File: src/rtl/pcu_pkg.sv
package pcu_pkg;
  typedef enum logic [2:0] {
    CLS_SEQ  = 3'd0,
    CLS_SKIP = 3'd1,
    CLS_TEST = 3'd2,
    CLS_CMPI = 3'd3,
    CLS_CMPM = 3'd4
  } pc_class_e;

  typedef enum logic [1:0] {
    TST_NEG    = 2'd0,
    TST_NZ     = 2'd1,
    TST_NONNEG = 2'd2,
    TST_ZERO   = 2'd3
  } acc_test_e;

  typedef struct packed {
    logic lt;
    logic eq;
    logic gt;
  } cmp_res_t;
endpackage

File: src/rtl/pcu_operand_sel.sv
module pcu_operand_sel #(
  parameter int ADDR_W = 12,
  parameter int DATA_W = 12
) (
  input  logic [ADDR_W-1:0] addr_field,
  input  logic [DATA_W-1:0] mem_operand,
  input  logic              use_mem,
  output logic [DATA_W-1:0] operand
);
  logic [DATA_W-1:0] imm_ext;

  generate
    if (ADDR_W >= DATA_W) begin : g_trunc
      assign imm_ext = addr_field[DATA_W-1:0];
    end else begin : g_sext
      localparam int PAD_W = DATA_W - ADDR_W;
      assign imm_ext = {{PAD_W{addr_field[ADDR_W-1]}}, addr_field};
    end
  endgenerate

  assign operand = use_mem ? mem_operand : imm_ext;
endmodule

File: src/rtl/pcu_signed_cmp.sv
module pcu_signed_cmp
  import pcu_pkg::*;
#(
  parameter int DATA_W = 12
) (
  input  logic [DATA_W-1:0] a,
  input  logic [DATA_W-1:0] b,
  output cmp_res_t          res
);
  logic [DATA_W:0] diff;
  logic            sign_a;
  logic            sign_b;
  logic            less;

  assign sign_a = a[DATA_W-1];
  assign sign_b = b[DATA_W-1];
  assign diff   = {1'b0, a} - {1'b0, b};

  always_comb begin
    if (sign_a != sign_b) less = sign_a;
    else                  less = diff[DATA_W];
    res.eq = (a == b);
    res.lt = less;
    res.gt = !less && !res.eq;
  end
endmodule

File: src/rtl/pcu_acc_test.sv
module pcu_acc_test
  import pcu_pkg::*;
#(
  parameter int DATA_W = 12
) (
  input  logic [DATA_W-1:0] acc,
  input  logic [1:0]        cond,
  output logic              hit
);
  logic is_neg;
  logic is_zero;

  assign is_neg  = acc[DATA_W-1];
  assign is_zero = (acc == '0);

  always_comb begin
    case (acc_test_e'(cond))
      TST_NEG:    hit = is_neg;
      TST_NZ:     hit = !is_zero;
      TST_NONNEG: hit = !is_neg;
      default:    hit = is_zero;
    endcase
  end
endmodule

File: src/rtl/pcu_skip_unit.sv
module pcu_skip_unit
  import pcu_pkg::*;
#(
  parameter int ADDR_W = 12,
  parameter int DATA_W = 12
) (
  input  logic              clk,
  input  logic              rst,
  input  logic              step,
  input  logic [2:0]        op_class,
  input  logic [ADDR_W-1:0] addr_field,
  input  logic [DATA_W-1:0] acc,
  input  logic [DATA_W-1:0] mem_operand,
  output logic [ADDR_W-1:0] pc,
  output logic [1:0]        skip_amt
);
  localparam logic [ADDR_W-1:0] PC_ONE = ADDR_W'(1);

  logic [DATA_W-1:0] operand;
  cmp_res_t          cres;
  logic              test_hit;
  logic              use_mem;
  logic [ADDR_W-1:0] pc_q;
  logic [ADDR_W-1:0] pc_nxt;

  assign use_mem = (op_class == CLS_CMPM);

  pcu_operand_sel #(.ADDR_W(ADDR_W), .DATA_W(DATA_W)) u_opsel (
    .addr_field (addr_field),
    .mem_operand(mem_operand),
    .use_mem    (use_mem),
    .operand    (operand)
  );

  pcu_signed_cmp #(.DATA_W(DATA_W)) u_cmp (
    .a  (acc),
    .b  (operand),
    .res(cres)
  );

  pcu_acc_test #(.DATA_W(DATA_W)) u_test (
    .acc (acc),
    .cond(addr_field[1:0]),
    .hit (test_hit)
  );

  // Compare: one extra word for ge, another for gt.
  always_comb begin
    case (op_class)
      CLS_SKIP:           skip_amt = 2'd1;
      CLS_TEST:           skip_amt = {1'b0, test_hit};
      CLS_CMPI, CLS_CMPM: skip_amt = {1'b0, !cres.lt} + {1'b0, cres.gt};
      default:            skip_amt = 2'd0;
    endcase
  end

  assign pc_nxt = pc_q + PC_ONE + ADDR_W'(skip_amt);

  always_ff @(posedge clk) begin
    if (rst)       pc_q <= '0;
    else if (step) pc_q <= pc_nxt;
  end

  assign pc = pc_q;
endmodule

File: config.mk
export PLATFORM = sky130hd
export DESIGN_NAME = pcu_skip_unit
export DESIGN_NICKNAME = d
export VERILOG_FILES = /design/src/rtl/pcu_pkg.sv /design/src/rtl/pcu_operand_sel.sv /design/src/rtl/pcu_signed_cmp.sv /design/src/rtl/pcu_acc_test.sv /design/src/rtl/pcu_skip_unit.sv
export SDC_FILE = /design/constraint.sdc
export NUM_CORES = 1
export LEC_CHECK = 0
export BUFFER_PORTS_ARGS = -buffer_cell sky130_fd_sc_hd__buf_2
export CAP_MARGIN = 20
export CORE_MARGIN = 2
export CORE_UTILIZATION = 45
export DETAILED_ROUTE_END_ITERATION = 10
export PLACE_DENSITY = 0.83
export SYNTH_ARGS = -nofsm -noshare
export SYNTH_HDL_FRONTEND = slang
export SYNTH_HIERARCHICAL = 1
export SYNTH_SLANG_ARGS = --single-unit
File: constraint.sdc
create_clock -name clk -period 5.2 [get_ports clk]
set_clock_uncertainty 0.2 [all_clocks]
set_input_delay 0.52 -clock clk [delete_from_list [all_inputs] [get_ports clk]]
set_output_delay 0.52 -clock clk [all_outputs]
set_load 0.02 [all_outputs]
=== Word-level counts from Yosys, hierarchy flattened ===
Index checks and enable logic that the tools add are counted.

* Flip-flop bits (word level): 12
* Latch bits: 0
* Memory bits (writable): 0
* Bits in read-only memories: 0
* Logic and storage cells: 25
* Memories: 0

* Add/subtract/negate cells: 4
* $mul: 0
* Divide/modulo/power cells: 0
* $lt $le $gt $ge: 0
* Equal/unequal tests: 8
* Shift-type cells: 0
* Multiplexer cells: 4
* Bitwise gates (word level): 0
* Reductions and logical operators: 8

{| class="wikitable"
|+ Operators by type and width
! operator !! number
|-
| $sub A12 B12 Y13 || 1
|-
| $add A12 B1 Y12 const B || 1
|-
| $add A12 B2 Y12 || 1
|-
| $eq A12 B12 Y1 || 1
|-
| $logic_not A12 Y1 || 1
|-
| $mux W12 || 1
|-
| $eq A3 B2 Y1 const B || 2
|-
| $pmux W2 S3 || 1
|-
| $logic_not A1 Y1 || 4
|-
| $eq A3 B1 Y1 const B || 1
|-
| $eq A3 B3 Y1 const B || 1
|-
| $pmux W1 S3 || 1
|-
| $add A1 B1 Y2 || 1
|-
| $eq A2 B1 Y1 const B || 1
|-
| $eq A2 B2 Y1 const B || 1
|-
| $logic_not A2 Y1 || 1
|-
| $reduce_or A2 Y1 || 1
|-
| $logic_and A1 B1 Y1 || 1
|-
| $mux W1 || 1
|-
| $ne A1 B1 Y1 || 1
|}

=== Depth between registers and ports, before layout ===
Gate-level depths: netlist (run 1).

* Depth after elaboration: 9
* Mapped depth: 21

=== By module ===
Netlist (run 1), hierarchy kept.

{| class="wikitable"
|+ By module, submodules not included
! module !! instances !! cells an instance !! area an instance (µm²) !! sequential area each (µm²)
|-
| pcu_skip_unit || 1 || 70 || 633.1 || 240.2
|-
| pcu_signed_cmp || 1 || 43 || 327.8 || 0.0
|-
| pcu_operand_sel || 1 || 13 || 183.9 || 0.0
|-
| pcu_acc_test || 1 || 11 || 83.8 || 0.0
|}

=== Least setup slack after synthesis (run 1) ===
Ideal clock, no wire load.

* Path type: input-to-reg
* Start: input op_class[0]
* End: register pc_q[6] (netlist: pc[6])
* Arrival time: 4.367 ns
* Data required time: 4.872 ns
* Setup slack: 0.506 ns
* Stages: 21
* Cell sequence: nor3b_1 -> buf_6 -> mux2_4 -> inv_1 -> ha_1 -> a21o_1 -> a221o_1 -> nand2_1 -> and3_1 -> buf_4 -> inv_1 -> ha_1 -> nor2_1 -> nor3_1 -> a21oi_1 -> ha_1 -> fa_1 -> and3b_1 -> nand4_1 -> xor2_1 -> nor2_1

* Cells in the longest elaborated chain, start to end: 9

{| class="wikitable"
|+ Ends and longest elaborated chain
! what !! RTL line !! source
|-
| from (decl) || pcu_skip_unit.sv:10 || <nowiki>input logic [2:0] op_class,</nowiki>
|-
| $eq A3 B3 Y1 * || pcu_skip_unit.sv:26 || <nowiki>assign use_mem = (op_class == CLS_CMPM);</nowiki>
|-
| $mux W12 * || pcu_operand_sel.sv:21 || <nowiki>assign operand = use_mem ? mem_operand : imm_ext;</nowiki>
|-
| via operand[5] || pcu_skip_unit.sv:19 || <nowiki>logic [DATA_W-1:0] operand;</nowiki>
|-
| $sub A12 B12 Y13 * || pcu_signed_cmp.sv:17 || <nowiki>assign diff = {1'b0, a} - {1'b0, b};</nowiki>
|-
| $mux W1 * || pcu_signed_cmp.sv:20 || <nowiki>if (sign_a != sign_b) less = sign_a;</nowiki>
|-
| via u_cmp.less || pcu_signed_cmp.sv:13 || <nowiki>logic less;</nowiki>
|-
| $logic_not A1 Y1 * || pcu_signed_cmp.sv:24, pcu_skip_unit.sv:52 ||
|-
| $logic_and A1 B1 Y1 || pcu_signed_cmp.sv:24 || <nowiki>res.gt = !less && !res.eq;</nowiki>
|-
| $add A1 B1 Y2 * || pcu_skip_unit.sv:52 || <nowiki>CLS_CMPI, CLS_CMPM: skip_amt = {1'b0, !cres.lt} + {1'b0, cres.gt};</nowiki>
|-
| $pmux W2 S3 * || pcu_skip_unit.sv:49 || <nowiki>case (op_class)</nowiki>
|-
| $add A12 B2 Y12 * || pcu_skip_unit.sv:57 || <nowiki>assign pc_nxt = pc_q + PC_ONE + ADDR_W'(skip_amt);</nowiki>
|-
| to (signal assigned) || pcu_skip_unit.sv:61 || <nowiki>else if (step) pc_q <= pc_nxt;</nowiki>
|-
| to (decl) || pcu_skip_unit.sv:23 || <nowiki>logic [ADDR_W-1:0] pc_q;</nowiki>
|}

Mark *: on every way through the listed nets, which the timed path passes. The rest lies on a longest branch.
A chain may end at the register's enable or synchronous reset.

==> results of run 1 <==
[how the worst max path moves through the flow]
stage,from,endpoint,slack [ps],depth (start not counted)
after floorplan,op_class[0],pc[6],510,21
after global placement,op_class[0],pc[6],650,21
after detailed placement,op_class[0],pc[10],510,21
after CTS,op_class[0],pc[10],800,21
after global routing,op_class[0],pc[10],490,21
final,op_class[0],pc[10],780,21
[routing by layer]
metal / up-vias / GRT usage (%)
li1: 599 / -
met1: 537 / 18.6
met2: 47 / 36.6
met3: 6 / 1.61
met4: 0 / 7.14
met5: - / 0
[cell usage after synthesis (all sizes together) (3+ instances only)]
library cell and instances:
and4 3, inv 18, mux2 12, xor2 8
nor2b 4, nand4 4, ha 15, nand2 4
a21oi 5, a21o 5, dfxtp 12, and2 3
o21ai 3, nor2 14
[metrics by stage]
| stage | power (mW) | hold slack, ps |
|---|---|---|
| after floorplan | 0.165 | 358 |
| after global placement | 0.194 | 263 |
| after detailed placement | 0.199 | 287 |
| after CTS | 0.253 | 296 |
| after global routing | 0.268 | 316 |
| final | 0.252 | 293 |
[worst register-to-register path, cell delays in order, from the launching register on]
cell,delay (ps)
dfxtp_1,360
inv_1,60
ha_1,220
fa_1,370
and3b_1,290
nand4_1,120
xor2_1,160
nor2_1,60
[cell usage in the layout (no fill, tap or decap), types with 2 or more instances in the layout]
cell type   n
o21ai_0     3
dfxtp_1    12
nor4_2      2
a211oi_1    2
and2_1      2
buf_2      55
o211ai_1    2
nor2_1     14
a21o_1      5
or3_1       2
mux2_2      2
a21oi_1     5
nand2_1     4
ha_1       15
mux2_4     10
clkbuf_4    3
and4_1      2
nand4_1     4
nor2b_1     4
xor2_1      8
nor3_1      2
inv_1      18
[where the power goes]
group	internal [mW]	switching (mW)
logic	0.0498	0.0499
clock network	0.0268	0.0279
registers	0.0946	0.00285
[layout make-up]
class | count | area, µm² | share of cell area (%)
well taps | 30 | 37.5 | 2.42
inverters | 18 | 67.6 | 4.35
repair buffers | 56 | 283 | 18.2
clock buffers | 3 | 22.5 | 1.45
flip-flops and latches | 12 | 240 | 15.5
multi-input cells | 104 | 903 | 58.1
[logic make-up after synthesis]
family / count (synthesis) / share of synthesized area, %
AOI/OAI and AO/OA: 23 / 14.9
xor gates and xnor gates: 9 / 6.42
adders and majority gates: 16 / 16.9
buffers and inverters: 21 / 7.33
DFF: 12 / 19.6
muxes: 12 / 14.1
and+or+nand+nor: 44 / 20.9
==> results.yml, run 1 <==
outcome:
  status: "completed"
hold_path:
  whs_endpoint: "pc[11]"
  hold_path_startpoint: "pc[11]"
  hold_path_class: "reg2reg"
  min_path_cells: 2
critical_path:
  required_ps: 5160
  crit_family: "simple AND/OR/NAND/NOR gates"
  arrival_ps: 4370
  slowest_delay_ps: 370
  cp-end-kind: "flip-flop"
  worst-path-buf-inv: 4
  cp_cell_sequence: "buf_2 > nor3b_2 > buf_4 > mux2_4 > inv_1 > ha_1 > a21o_1 > a221o_1 > nand2_1 > and3_1 > inv_1 > ha_1 > nor2_1 > nor3_1 > a21oi_1 > ha_1 > fa_1 > and3b_1 > nand4_1 > xor2_1 > nor2_1"
  cpMostUsedCell: "ha_1"
  timing.rr.end: "pc[10]"
  worstRegToRegCells: 7
  r2r_start: "pc[0]"
  critPathMaxFanout: 14
  critical_path_class: "in2reg"
  start_kind: "input pin"
  critPathSlowestCell: "fa_1"
  r2r_slack_ps: 3240
clocking:
  cts_resized: 0
  cts_sinks: 12
  cts-root-buf: "clkbuf_4"
  holdBufCountCts: 0
  cts_buffers: 3
  tritoncts: "done"
  cts_buffer_depth: 2
  postCtsSetupBuffers: 0
  clk_pin_slew_ps: 70
  insertion_delay_ps: 270
  ctsHtreeMaxLevel: 1
placed_design:
  dp.cells: 220
  post_dp_cell_area_um2: 1530
  dp_slack_ps: 513
  dp_hpwl_mm: 2.43
  place.gp.congestion: 0.785
  port_buffers: 55
route:
  met1_length_mm: 1.10
  highest_layer: "met4"
  drt_wl_total_mm: 2.82
  ant_nets: 0
  drc_errors: 0
  vias_per_cell: 5.33
  drtIter0Drc: 30
  dr_wl_met2_mm: 1.51
  drt-wirelength-per-cell_um: 12.6
  wl_met3_um: 163
  dr.pass1.iters: 6
  vias: 1189
global_route:
  grt.overflow.total: 0
  grt_pass1_wl_mm: 4.62
  antenna_found_initial: 0
  grt_max_degree: 15
  grt_pass1_vias: 1154
  grt_usage_pct: 18.1
synthesis:
  synth_fp_nets: 195
  synth_edf_count: 0
  synth_top_area_cell: "dfxtp_1"
  syn_area_per_cell_um2: 8.97
  ys_async_sr_fraction_pct: 0
  syn_inst: 137
  yosysSeqAreaShare_pct: 19.6
  synth_flop_cell: "dfxtp_1"
  ys_top_cells_by_area: "dfxtp_1 (20%), ha_1 (15%), mux2_4 (12%)"
  yosys.cell_types.count: 39
  yosys_register_bits: 12
  synth_top_area_share_pct: 19.6
  yosysWarnings: 6
  synth_area_um2: 1230
layout:
  post-route-util_pct: 61.6
  largest_reg_flops: 12
  n_fill_cell: 230
  nets: 253
  fin_cells: 223
  final_layout_size_suffix_gt1_share_pct: 40.9
  final_area_um2: 1550
  num_antenna_cells: 0
  area_delta_synth_final_pct: 26.5
pwr:
  ir_drop_v: 0.000123
  p_leak_nw: 0.820
  power.density_nw_per_um2: 162
floorplan:
  ios: 56
  core_area_um2: 2520
  initial_core_util_pct: 48.7
  die-area_um2: 3160
  rows: 18
  die_h_um: 56.3
  die_w_um: 56.3
timing:
  finalSetupViolations: 0
  min_period_ps: 4420
  fmax_mhz: 226
  max_slew_margin_pct: 73.9
  hold_violations: 0
  fin_tns_setup_ps: 0
  worst_slew_pin_slew_ps: 390
  finalCritPeriodShare_pct: 85.0
  fin_ws_ps: 782
  rsz0062_at_grt: "no"
  drv_slew: 0
job:
  cap_violations: 0
No activity file was read; power rests on OpenSTA's default activity.
==> inputs of run 2 (changes only) <==
- CORE_UTILIZATION: 45 -> 42
- PLACE_DENSITY: 0.83 -> 0.82
- clock period: 5.2 -> 4 ns (I/O delays scaled with it)
==> run 2 against run 1 <==
- flip-flop and latch count stayed put
- sequential share of layout area fell by 1.7 points
- utilization increased by 1.9 points
- hold slack lost 96 ps
- sequential power rose by 30%
- final cell count increased by 5.8%
- global-route usage down 0.55 points
- critical path type unchanged
- largest cell class unchanged
- largest power group unchanged
==> results.yml, run 2 (synthesized netlist as in run 1, its figures left out) <==
floorplan:
  die_h_um: 58.1
  initial_core_util_pct: 44.6
  rows: 19
  core_area_um2: 2760
  die_w_um: 58.1
  ios: 56
  die-area_um2: 3370
route:
  drt-wirelength-per-cell_um: 11.4
  vias_per_cell: 5.19
  drtIter0Drc: 30
  dr.pass1.iters: 4
  vias: 1225
  drc_errors: 0
  ant_nets: 0
  drt_wl_total_mm: 2.69
pwr:
  fin_total_pwr_mw: 0.359
  power.density_nw_per_um2: 205
  ir_drop_v: 0.000259
  p_leak_nw: 0.886
critical_path:
  critPathSlowestCell: "fa_2"
  slowest_delay_ps: 350
  worstRegToRegCells: 7
  arrival_ps: 3940
  required_ps: 3950
  critPathMaxFanout: 8
  critical_path_class: "in2reg"
  cp_cell_sequence: "buf_6 > nor3b_4 > buf_6 > mux2_4 > inv_2 > ha_4 > a21o_1 > a221o_1 > nand2_2 > and3_4 > inv_2 > ha_4 > nor2_2 > nor3_2 > a21oi_1 > ha_2 > fa_2 > and3b_2 > nand4_1 > xor2_1 > nor2_1"
  crit_family: "simple AND/OR/NAND/NOR gates"
  cp-end-kind: "flip-flop"
  worst-path-buf-inv: 4
  start_kind: "input pin"
  worst-path-stages: 21
placed_design:
  dp.cells: 232
  port_buffers: 55
  place.gp.congestion: 0.771
  dp_hpwl_mm: 2.35
  dp_slack_ps: -396
global_route:
  grt_usage_pct: 17.5
  antenna_found_initial: 0
  grt.overflow.total: 0
  grt_max_degree: 13
  grt_pass1_vias: 1220
  grt_pass1_wl_mm: 4.76
timing:
  drv_slew: 0
  fin_tns_setup_ps: 0
  hold_violations: 0
  fin_ws_ps: 15.3
  max_slew_margin_pct: 81.3
  finalCritPeriodShare_pct: 99.6
  finalSetupViolations: 0
  fmax_mhz: 251
  rsz0062_at_grt: "yes"
  min_period_ps: 3980
  worst_slew_pin_slew_ps: 279
layout:
  num_antenna_cells: 0
  nets: 265
  area_delta_synth_final_pct: 42.5
  final_cell_mix: "buf_2 (53), inv_1 (14), nor2_1 (13), dfxtp_1 (12), buf_4 (12)"
  final_layout_size_suffix_gt1_share_pct: 52.7
  largest_reg_flops: 12
  fin_cells: 236
  mostFrequentLayoutCell: "buf_2"
clocking:
  cts_buffer_depth: 2
  insertion_delay_ps: 260
  ctsHtreeMaxLevel: 1
  clk_pin_slew_ps: 60
  cts-root-buf: "clkbuf_4"
  cts_sinks: 12
  cts_buffers: 3
  tritoncts: "done"
job:
  cap_violations: 0
hold_path:
  min_path_cells: 2
  hold_path_class: "in2reg"
outcome:
  status: "completed"
-- run 2: stage by stage --
step	utilization (%)	hold WS (ps)	area, µm²
global placement	61.2	270	1690
CTS	63.0	188	1740
global route	63.5	190	1750
finish	63.5	196	1750
detailed placement	61.2	278	1690
floorplan	-	278	1310
-- run 2: metal layers --
layer	track usage (%)	routed length (µm)	vias to the layer above
met3	2.46	146	2
li1	-	-	624
met5	0	0	-
met2	34.1	1390	36
met1	19.2	1140	563
met4	5.65	16	0
-- run 2: final timing paths --
path	startpoint	endpoint	slack, ps
setup / recovery	op_class[1]	pc[10]	20
hold / removal	step	pc[0]	200
setup reg to reg	pc[0]	pc[10]	2130
hold reg to reg	pc[11]	pc[11]	280
-- run 2: where the power goes --
part	switching [mW]	internal [mW]
Clock	0.0341	0.0347
Sequential	0.00352	0.123
Combinational	0.0739	0.0897
Total	0.111	0.248
-- run 2: area by class of cell --
type                    instances  area [µm²]
well taps                      31        38.8
multi-input cells             104         992
clock buffers                   3        22.5
repair buffers                 68         389
inverters                      18        67.6
flip-flops and latches         12         240
fillers                       226        1010
-- run 2: timing repair --
item | CTS | global route
setup endpoints to repair | 4 | 9
gates resized for setup | 4 | 3
endpoints found under the hold margin | 0 | 0
hold buffers | 0 | 0
pin swaps | 12 | 5
setup buffers | 1 | 0
-- run 2: worst reg2reg max path: stages (launching register included) --
cell and delay, ps:
dfxtp_1 350, inv_1 50, ha_2 190, fa_2 350, and3b_2 280, nand4_1 120
xor2_1 150, nor2_1 60
